==> src/rtl/sweep_integ_pkg.sv <==
package sweep_integ_pkg;
  localparam int unsigned DEF_ECHO_W = 8;
  localparam int unsigned DEF_SWEEPS = 4;
  localparam int unsigned DEF_RANGES = 16;

  // Width that holds the total of m echoes of ew bits without wrap.
  function automatic int unsigned total_width(int unsigned ew, int unsigned m);
    return ew + $clog2(m);
  endfunction

  function automatic int unsigned index_width(int unsigned n);
    return (n > 1) ? $clog2(n) : 1;
  endfunction
endpackage

==> src/rtl/sweep_tracker.sv <==
module sweep_tracker #(
  parameter int unsigned SWEEPS = 4,
  localparam int unsigned SLOT_W = sweep_integ_pkg::index_width(SWEEPS),
  localparam int unsigned CNT_W  = $clog2(SWEEPS + 1)
) (
  input  logic              clk,
  input  logic              rst_n,
  input  logic              smp_valid,
  input  logic              smp_first,
  output logic [SLOT_W-1:0] slot,
  output logic              history_live
);
  logic [SLOT_W-1:0] slot_q, slot_d;
  logic [CNT_W-1:0]  count_q, count_d;
  logic              begun_q, begun_d;
  logic              advance;

  assign advance = smp_valid && smp_first;

  always_comb begin
    slot_d  = slot_q;
    count_d = count_q;
    begun_d = begun_q;
    if (advance) begin
      begun_d = 1'b1;
      if (!begun_q) begin
        slot_d  = '0;
        count_d = '0;
      end else begin
        slot_d  = (slot_q == SLOT_W'(SWEEPS - 1)) ? '0 : slot_q + 1'b1;
        count_d = (count_q == CNT_W'(SWEEPS)) ? count_q : count_q + 1'b1;
      end
    end
  end

  always_ff @(posedge clk or negedge rst_n) begin
    if (!rst_n) begin
      slot_q  <= '0;
      count_q <= '0;
      begun_q <= 1'b0;
    end else if (advance) begin
      slot_q  <= slot_d;
      count_q <= count_d;
      begun_q <= begun_d;
    end
  end

  assign slot         = slot_d;
  assign history_live = (count_d == CNT_W'(SWEEPS));


  slot_range_chk: assert property (@(posedge clk) disable iff (!rst_n)
    slot_q <= SLOT_W'(SWEEPS - 1));


  slot_count_chk: assert property (@(posedge clk) disable iff (!rst_n)
    (begun_q && count_q < CNT_W'(SWEEPS)) |-> (SLOT_W'(count_q) == slot_q));


  idle_hold_chk: assert property (@(posedge clk) disable iff (!rst_n)
    !smp_valid |=> ($stable(slot_q) && $stable(count_q)));
endmodule

==> src/rtl/echo_history.sv <==
module echo_history #(
  parameter int unsigned ECHO_W = 8,
  parameter int unsigned SWEEPS = 4,
  parameter int unsigned RANGES = 16,
  localparam int unsigned SLOT_W = sweep_integ_pkg::index_width(SWEEPS),
  localparam int unsigned RIDX_W = sweep_integ_pkg::index_width(RANGES),
  localparam int unsigned DEPTH  = SWEEPS * RANGES,
  localparam int unsigned ADDR_W = sweep_integ_pkg::index_width(DEPTH)
) (
  input  logic              clk,
  input  logic              wr_en,
  input  logic [SLOT_W-1:0] slot,
  input  logic [RIDX_W-1:0] range_idx,
  input  logic [ECHO_W-1:0] wr_echo,
  input  logic              live,
  output logic [ECHO_W-1:0] old_echo
);
  logic [ECHO_W-1:0] store [DEPTH];
  logic [ADDR_W-1:0] addr;

  assign addr = ADDR_W'(slot) * ADDR_W'(RANGES) + ADDR_W'(range_idx);

  // Read of the departing echo happens before this cycle's overwrite lands.
  always_comb begin
    old_echo = live ? store[addr] : '0;
  end

  always_ff @(posedge clk) begin
    if (wr_en) begin
      store[addr] <= wr_echo;
    end
  end
endmodule

==> src/rtl/cell_accum.sv <==
module cell_accum #(
  parameter int unsigned ECHO_W = 8,
  parameter int unsigned SWEEPS = 4,
  parameter int unsigned RANGES = 16,
  localparam int unsigned RIDX_W  = sweep_integ_pkg::index_width(RANGES),
  localparam int unsigned SUM_W   = sweep_integ_pkg::total_width(ECHO_W, SWEEPS),
  localparam int unsigned MAX_SUM = SWEEPS * ((1 << ECHO_W) - 1)
) (
  input  logic              clk,
  input  logic              rst_n,
  input  logic              smp_valid,
  input  logic [RIDX_W-1:0] smp_range,
  input  logic [ECHO_W-1:0] smp_echo,
  input  logic [ECHO_W-1:0] smp_old,
  output logic              res_valid,
  output logic [RIDX_W-1:0] res_range,
  output logic [SUM_W-1:0]  res_sum
);
  logic              s1_valid;
  logic [RIDX_W-1:0] s1_range;
  logic [ECHO_W-1:0] s1_echo, s1_old;
  logic [SUM_W-1:0]  totals [RANGES];
  logic [SUM_W-1:0]  prev_sum, next_sum;

  always_ff @(posedge clk or negedge rst_n) begin
    if (!rst_n) begin
      s1_valid <= 1'b0;
      s1_range <= '0;
      s1_echo  <= '0;
      s1_old   <= '0;
    end else begin
      s1_valid <= smp_valid;
      if (smp_valid) begin
        s1_range <= smp_range;
        s1_echo  <= smp_echo;
        s1_old   <= smp_old;
      end
    end
  end

  always_comb begin
    prev_sum = totals[s1_range];
    next_sum = prev_sum + SUM_W'(s1_echo) - SUM_W'(s1_old);
  end

  always_ff @(posedge clk or negedge rst_n) begin
    if (!rst_n) begin
      for (int i = 0; i < RANGES; i++) totals[i] <= '0;
    end else if (s1_valid) begin
      totals[s1_range] <= next_sum;
    end
  end

  always_ff @(posedge clk or negedge rst_n) begin
    if (!rst_n) begin
      res_valid <= 1'b0;
      res_range <= '0;
      res_sum   <= '0;
    end else begin
      res_valid <= s1_valid;
      if (s1_valid) begin
        res_range <= s1_range;
        res_sum   <= next_sum;
      end
    end
  end


  sum_floor_chk: assert property (@(posedge clk) disable iff (!rst_n)
    s1_valid |-> (({1'b0, prev_sum} + (SUM_W+1)'(s1_echo)) >= (SUM_W+1)'(s1_old)));


  no_overflow_chk: assert property (@(posedge clk) disable iff (!rst_n)
    res_valid |-> (res_sum <= SUM_W'(MAX_SUM)));
endmodule

==> src/rtl/sweep_integrator.sv <==
module sweep_integrator #(
  parameter int unsigned ECHO_W = sweep_integ_pkg::DEF_ECHO_W,
  parameter int unsigned SWEEPS = sweep_integ_pkg::DEF_SWEEPS,
  parameter int unsigned RANGES = sweep_integ_pkg::DEF_RANGES,
  localparam int unsigned RIDX_W = sweep_integ_pkg::index_width(RANGES),
  localparam int unsigned SLOT_W = sweep_integ_pkg::index_width(SWEEPS),
  localparam int unsigned SUM_W  = sweep_integ_pkg::total_width(ECHO_W, SWEEPS)
) (
  input  logic              clk,
  input  logic              rst_n,
  input  logic              in_valid,
  input  logic              in_first,
  input  logic [RIDX_W-1:0] in_range,
  input  logic [ECHO_W-1:0] in_echo,
  output logic              out_valid,
  output logic [RIDX_W-1:0] out_range,
  output logic [SUM_W-1:0]  out_sum
);
  logic [SLOT_W-1:0] cur_slot;
  logic              live;
  logic [ECHO_W-1:0] departing;

  sweep_tracker #(.SWEEPS(SWEEPS)) u_tracker (
    .clk          (clk),
    .rst_n        (rst_n),
    .smp_valid    (in_valid),
    .smp_first    (in_first),
    .slot         (cur_slot),
    .history_live (live)
  );

  echo_history #(.ECHO_W(ECHO_W), .SWEEPS(SWEEPS), .RANGES(RANGES)) u_history (
    .clk       (clk),
    .wr_en     (in_valid),
    .slot      (cur_slot),
    .range_idx (in_range),
    .wr_echo   (in_echo),
    .live      (live),
    .old_echo  (departing)
  );

  cell_accum #(.ECHO_W(ECHO_W), .SWEEPS(SWEEPS), .RANGES(RANGES)) u_accum (
    .clk       (clk),
    .rst_n     (rst_n),
    .smp_valid (in_valid),
    .smp_range (in_range),
    .smp_echo  (in_echo),
    .smp_old   (departing),
    .res_valid (out_valid),
    .res_range (out_range),
    .res_sum   (out_sum)
  );


  latency_chk: assert property (@(posedge clk) disable iff (!rst_n)
    in_valid |=> ##1 out_valid);


  quiet_chk: assert property (@(posedge clk) disable iff (!rst_n)
    !in_valid |=> ##1 !out_valid);


  range_follow_chk: assert property (@(posedge clk) disable iff (!rst_n)
    out_valid |-> (out_range == $past(in_range, 2)));
endmodule

==> config.mk <==
export PLATFORM = sky130hd
export DESIGN_NAME = sweep_integrator
export DESIGN_NICKNAME = d
export VERILOG_FILES = /design/src/rtl/sweep_integ_pkg.sv /design/src/rtl/sweep_tracker.sv /design/src/rtl/echo_history.sv /design/src/rtl/cell_accum.sv /design/src/rtl/sweep_integrator.sv
export SDC_FILE = /design/constraint.sdc
export NUM_CORES = 1
export LEC_CHECK = 0
export BUFFER_PORTS_ARGS = -buffer_cell sky130_fd_sc_hd__buf_4
export CORE_ASPECT_RATIO = 1.4
export CORE_MARGIN = 2
export CORE_UTILIZATION = 40
export CTS_CLUSTER_SIZE = 20
export DETAILED_ROUTE_END_ITERATION = 10
export PLACE_DENSITY = 0.6
export SLEW_MARGIN = 5
export SYNTH_ARGS = -nofsm -noshare
export SYNTH_HDL_FRONTEND = slang
export SYNTH_HIERARCHICAL = 1
export SYNTH_SLANG_ARGS = --single-unit
==> constraint.sdc <==
create_clock -name clk -period 5.69 [get_ports clk]
set_input_delay 1.138 -clock clk [delete_from_list [all_inputs] [get_ports clk]]
set_output_delay 1.138 -clock clk [all_outputs]
set_load 0.02 [all_outputs]
==> metrics, run 1 <==
status completed; worst skew pair latency 0.62 ns; RSZ-0062 raised after global routing false; Clock Tree Buf Depth 3; vias in the first global route 18300; total congestion overflow 0; asr flop ratio synth 0.283; minimum clock period after layout 5.03 ns; crit-path cells buf_4 > mux4_2 > mux4_2 > inv_1 > fa_1 > inv_1 > ha_1 > o21ai_1 > a21oi_1 > o211ai_1 > a21boi_1 > o31ai_1; CP arrival 5.48 ns; Hold WC Path Type reg -> reg; worst reg2reg path endpoint u_accum/totals[38]; final worst-path cycle share 0.884; routing usage on met2 0.367; Num CTS Buffers 69; Clock Sinks just over 700; Sum Neg Setup Slack 0 ns; clock transition at the registers of the reported paths 0.06 ns; Slowest Stage Delay on Critical Path 0.93 ns; Initial Util 0.403; Root Buffer clkbuf_16; Max Fclk 0.199 GHz; register area share after synthesis 0.698; DP HPWL a little over 50000 um; P per Cell Area approximately 460 mW/mm^2; pin count of the biggest net entering global routing 114; initial antenna violation count 0; vias 18000; Max Transition Viols Final 0; I/O pin cnt 31; per-cell routed wire length 26.4 um; Syn. warnings 6; Post-synth EDFFs 512; syn_area_per_cell 14.5 um^2; Slew HR 0.179; final setup vio count 0; Fin. Hold Viols 0; hold buffer count at cts 0; Post-Route WL 80600 um; Leak 11.7 nW; DR iter-0 viols between 1500 and 2000; prevailing post-synth register cell edfxtp_1; TritonRoute pass-1 iters 5; Critical Path Slowest Stage Cell dfrtp_2; Mapped Cells about 2000; die height 324 um; row count approximately 120; R2R Setup Slk 0.66 ns; Worst R2R Start u_accum/s1_range[0]; post-CTS setup buffer count 0; maxcap violations 0; hold path startpoint u_accum/totals[89]; Worst Setup End Kind flip-flop; Worst Hold Endpoint u_accum/totals[89]; routability cong. 0.869; number of H-tree levels 3; synth unique cells 75; R2R depth 12; skew final about 0.020 ns; layout net count 2083; layer with the highest usage met2; core footprint 0.0726 mm^2; met3 usage 0.0311; cell area after synthesis 0.0293 mm^2; Max FO, Critical Path 26; Worst Max-Slew Pin Slew 1.23 ns; TritonCTS clock tree yes; FF+latch count, synth 714; PostCTS Resize Cnt 0; Final Non-Filler Cells 3052; IO buf count 30; dpl cells 2927; vias per cell 5.90; area growth from synthesis to layout 12.4%; highest ir drop seen on vdd 0.437 mV; Die Wd 233 um; # DRC 0; worst hold path depth 2; crit path kind reg -> reg; antenna-violating nets left 0; CP Launch Type flip-flop; net count after synthesis 2052; share of layout cells above drive strength 1 0.171; die area between 0.07 and 0.08 mm^2; overall global routing resource usage 0.217; global-route wire length before repair 121000 um; Worst EP required between 6 and 7 ns; met1 global-route usage 0.276
[how the worst max path moves through the flow]
stage,from,endpoint,depth (start not counted)
after floorplan,u_accum/s1_range[0],u_accum/totals[108],14
after global placement,u_accum/s1_range[0],u_accum/totals[98],12
after detailed placement,u_accum/s1_range[0],u_accum/totals[38],12
after CTS,u_accum/s1_range[0],u_accum/totals[38],12
after global routing,u_accum/s1_range[0],u_accum/totals[118],12
final,u_accum/s1_range[0],u_accum/totals[38],12
[placed cells by master, fill, tap and decap left out, types with 16 or more instances in the layout]
cell type / n
clkbuf_16: 76
edfxtp_1: 512
a21oi_1: 53
mux2i_1: 33
nor2_1: 101
a22oi_1: 122
mux2_2: 65
mux4_2: 51
a22o_1: 17
buf_4: 100
o31ai_1: 19
o22ai_1: 28
a221oi_1: 41
dfrtp_1: 200
inv_1: 43
nand2_1: 211
nand3_1: 16
o21ai_0: 171
[stage by stage]
step / util / total power (W) / worst slack [ns] / instance area, um^2 / hold slack (ns)
after global placement: 0.422 / 0.0106 / 0.745 / 30600 / 0.454
after global routing: 0.453 / 0.0160 / 0.279 / 32900 / 0.496
final: 0.453 / 0.0153 / 0.657 / 32900 / 0.475
after CTS: 0.453 / 0.0154 / 0.612 / 32900 / 0.478
after detailed placement: 0.422 / 0.0107 / 0.620 / 30600 / 0.463
after floorplan: - / 0.00923 / 1.51 / 29300 / 0.349
[synthesized netlist by cell type, drive strengths merged (3+ instances only)]
library cell / n / area [um^2]
a31oi: 4 / 25.0
o32ai: 10 / 87.6
dfrtp: 202 / 5050
mux2: 67 / 754
o31a: 4 / 35.0
and3b: 3 / 26.3
nand2b: 3 / 18.8
a221oi: 43 / 389
fa: 8 / 160
nor2b: 15 / 101
nor3b: 5 / 37.5
o221ai: 7 / 61.3
clkbuf: 87 / 328
o21ai: 186 / 968
o31ai: 19 / 143
nand4: 4 / 25.0
o211ai: 6 / 45.0
a22o: 17 / 149
nand3: 19 / 110
nand3b: 3 / 22.5
mux2i: 33 / 330
o22ai: 28 / 175
buf: 54 / 318
a211oi: 11 / 87.6
nor2: 103 / 397
a21oi: 53 / 265
nand2: 211 / 792
a221o: 5 / 50.1
edfxtp: 512 / 15400
a2111oi: 3 / 32.5
mux4: 54 / 1230
xnor2: 4 / 50.1
and2: 6 / 37.5
ha: 13 / 163
o21a: 5 / 37.5
a22oi: 123 / 928
inv: 44 / 165
xor2: 4 / 35.0
nor3: 10 / 50.1
[final cells by class]
class,instances,area (um^2)
Multi-Input combinational cell,1116,8060
Fill cell,6490,39700
Clock inverter,31,277
Tap cell,952,1190
Clock buffer,93,2020
Antenna cell,1,2.50
Inverter,44,165
Sequential cell,714,20400
Timing Repair Buffer,101,764
[sequential cells by signal, summed over array words and instances (netlist names), 2 cells and up]
name / flops
u_accum/s1_echo: 8
u_accum/s1_old: 8
u_tracker/count_q: 3
u_accum/res_sum: 10
u_accum/totals: 160
u_history/store: 512
u_accum/s1_range: 4
u_tracker/slot_q: 2
u_accum/res_range: 4
[power breakdown]
part	internal, W	total [W]	leakage (nW)	switching (W)
Sequential	0.00626	0.00666	7.13	0.000404
Clock	0.00264	0.00462	1.13	0.00198
Combinational	0.00141	0.00399	3.40	0.00258
Total	0.0103	0.0153	11.7	0.00497
[layer usage]
layer	vias to the layer above	routed length [um]
li1	7822	-
met1	9373	32100
met2	640	40500
met3	159	4510
met4	0	3520
met5	-	0
[cells by family (layout without fill, tap and decap cells)]
logic type,Yosys count,in the layout,synth area share
multiplexers,154,154,0.0790
AO/OA/AOI/OAI,544,544,0.125
AND/OR/NAND/NOR,389,389,0.0568
XOR/XNOR,8,8,0.00291
adder cells (fa/ha/maj),21,21,0.0110
other,0,1,0
buffers and inverters,185,269,0.0277
flip-flops,714,714,0.698
[worst max-delay path, delay by kind of cell (launching register included)]
family          cells  cell delay (ns)
buf+inv             3             0.70
compound gates      5             1.61
flops               1             0.93
mux                 2             1.02
fa+ha+maj           2             0.59
Note: power is estimated with default switching activity, not from simulation.
==> run 2, diff against run 1 <==
RECOVER_POWER = 25   (was not set)
==> run 2 against run 1 <==
Net effect: the flow now finishes with violations (capacitance limit, slew limit); die area is the same; sequential power is essentially flat; non-clock buffer count is the same; worst setup slack lost 0.16 ns; clock power is essentially flat; via count grew 0.10%; sequential share of layout area grew 0.080 points; design area shrank 0.13%.
==> metrics, run 2 (same netlist as run 1, synthesis figures left out) <==
status finished with violations; failing checks capacitance limit, slew limit; number of H-tree levels 3 (unchanged); Pwr Total 0.0153 W (+0.14%); biggest registers after layout u_history/store (512), u_accum/totals (160), u_accum/res_sum (10); Worst R2R Start u_accum/s1_range[0]; Max Transition Viols Final 678 (+678); Fin. Hold Viols 0 (unchanged); routability cong. 0.869 (unchanged); share of layout cells above drive strength 1 0.167 (-0.00429); initial antenna violation count 0 (unchanged); per-cell routed wire length 26.4 um (about the same); global-route wire length before repair 121000 um (unchanged); most common cell after layout, fill and taps aside edfxtp_1; crit path kind in -> reg; layer with the highest usage met2; maxcap violations 10 (+10); internal power 0.0103 W (about the same); clock network fraction of total power 0.302 (about the same); overall global routing resource usage 0.217 (unchanged); PostCTS Resize Cnt 0 (unchanged); vias in the first global route 18300 (unchanged); WP depth 13 (+1); Worst Setup SP in_valid; Leak 11.6 nW (-0.31%); Max Fclk 0.193 GHz (-3.0%); Die Wd 233 um (unchanged); Clock Tree Buf Depth 3 (unchanged); skew final 0.0182 ns (-0.00149 ns); Critical path buffers and inverters 3 (unchanged); final setup vio count 0 (unchanged); Gate power share 0.261 (about the same); highest ir drop seen on vdd 0.436 mV (-0.15%); hold buffer count at cts 0 (unchanged); CP Launch Type primary input; Critical Path Slowest Stage Cell clkbuf_1; delay-heaviest family, CP buffers and inverters; final worst-path cycle share 0.912 (+0.0275); Sum Neg Setup Slack 0 ns (unchanged); routing usage on met2 0.367 (unchanged); Hold WC Path Type reg -> reg; I/O pin cnt 31 (unchanged); post-CTS setup buffer count 0 (unchanged); Initial Util 0.403 (unchanged); Clock Sinks 714 (unchanged); worst skew pair latency 0.62 ns (about the same); DP HPWL 51000 um (unchanged); dpl ws 0.620 ns (unchanged); clock transition at the registers of the reported paths 0.06 ns (about the same); vias 18000 (+0.10%); DR iter-0 viols 1544 (-1.3%); P_sw 0.00498 W (+0.27%); sequential share of power 0.436 (about the same); IO buf count 30 (unchanged); pin count of the biggest net entering global routing 114 (unchanged); Max FO, Critical Path 35 (+35%); Slew HR -1.28 (-1.46); P per Cell Area 465 mW/mm^2 (+0.27%); Post-Route WL 80600 um (about the same); minimum clock period after layout 5.19 ns (+0.157 ns); Slowest Stage Delay on Critical Path 1.39 ns (+0.46 ns); Worst Setup End Kind flip-flop; net switching fraction of the power 0.326 (+0.000438); antenna-violating nets left 0 (unchanged); CP arrival 5.68 ns (+0.20 ns); TritonCTS clock tree yes; Worst Max-Slew Pin Slew 3.42 ns (+2.19 ns); crit-path cells clkbuf_1 > and2_1 > nand2_1 > o31ai_1 > buf_4 > nor2_1 > nand2_1 > buf_4 > nor2_1 > o21ai_0 > o21ai_0 > o31a_1 > mux2_2; Final Cell Area 0.0329 mm^2 (-0.13%); CP endpoint u_accum/s1_old[3]; RSZ-0062 raised after global routing false; row count 117 (unchanged); Root Buffer clkbuf_16; # DRC 0 (unchanged); Final WS setup 0.501 ns (-0.157 ns); area growth from synthesis to layout 12.2%; post-placement cell area 0.0306 mm^2 (unchanged); die height 324 um (unchanged); met1 global-route usage 0.276 (unchanged); die area 0.0754 mm^2 (unchanged); R2R Setup Slk 0.66 ns (about the same); worst reg2reg path endpoint u_accum/totals[38]; Num CTS Buffers 69 (unchanged); core footprint 0.0726 mm^2 (unchanged); vias per cell 5.90 (+0.10%); layout net count 2083 (unchanged); most frequent cells in the layout 512 x edfxtp_1, 211 x nand2_1, 200 x dfrtp_1, 171 x o21ai_0, 122 x a22oi_1; Worst EP required 6.18 ns (+0.04 ns); TritonRoute pass-1 iters 6 (+1); met3 usage 0.0311 (unchanged); max reg flops 512 (unchanged); total congestion overflow 0 (unchanged); R2R depth 12 (unchanged); Most flops, register u_history/store
run 2: cell types whose count changed in the layout (fill, tap and decap cells not counted):
cell      before  now
clkbuf_8       6    5
clkbuf_2       0    1
buf_4        100   91
clkbuf_1      12   21
run 2: metrics by stage:
step	util	instances	hold slack [ns]
detailed placement	0.422	2927	0.463
global placement	0.422	2927	0.454
CTS	0.453	3051	0.478
finish	0.453	3052	0.477
floorplan	-	2015	0.349
global route	0.453	3051	0.496
run 2: worst min path at each step:
stage / from / endpoint / slack (ns) / depth (start not counted)
after floorplan: u_accum/s1_valid / u_accum/res_valid / 0.35 / 0
after global placement: u_accum/totals[139] / u_accum/totals[139] / 0.45 / 2
after detailed placement: u_accum/totals[138] / u_accum/totals[138] / 0.46 / 2
after CTS: u_accum/totals[89] / u_accum/totals[89] / 0.48 / 2
after global routing: u_accum/totals[87] / u_accum/totals[87] / 0.50 / 2
final: u_accum/totals[119] / u_accum/totals[119] / 0.48 / 2
run 2: tightest hold or removal path, stage by stage (launching register included):
cell and delay (ns):
dfrtp_1 0.34, nand2_1 0.06, o21ai_2 0.05
run 2: final cells by class:
type | count | area [um^2]
tap | 952 | 1190
clock buffer | 93 | 2020
multi-input combinational | 1116 | 8060
clock inverter | 31 | 277
inverter | 44 | 165
sequential | 714 | 20400
timing repair buffer | 101 | 722
fill | 6496 | 39700
antenna | 1 | 2.50
run 2: power by group through the flow:
stage / clock, W / sequential, W / combinational [W]
floorplan: 0 / 0.00663 / 0.00260
finish: 0.00463 / 0.00667 / 0.00400
CTS: 0.00471 / 0.00666 / 0.00400
global placement: 0 / 0.00673 / 0.00389
global route: 0.00489 / 0.00674 / 0.00440
detailed placement: 0 / 0.00676 / 0.00399
run 2: routing by layer:
layer / share of wire / wire (um)
met2: 0.50 / 40400
met5: 0 / 0
met1: 0.39 / 31800
met3: 0.061 / 4880
met4: 0.043 / 3490
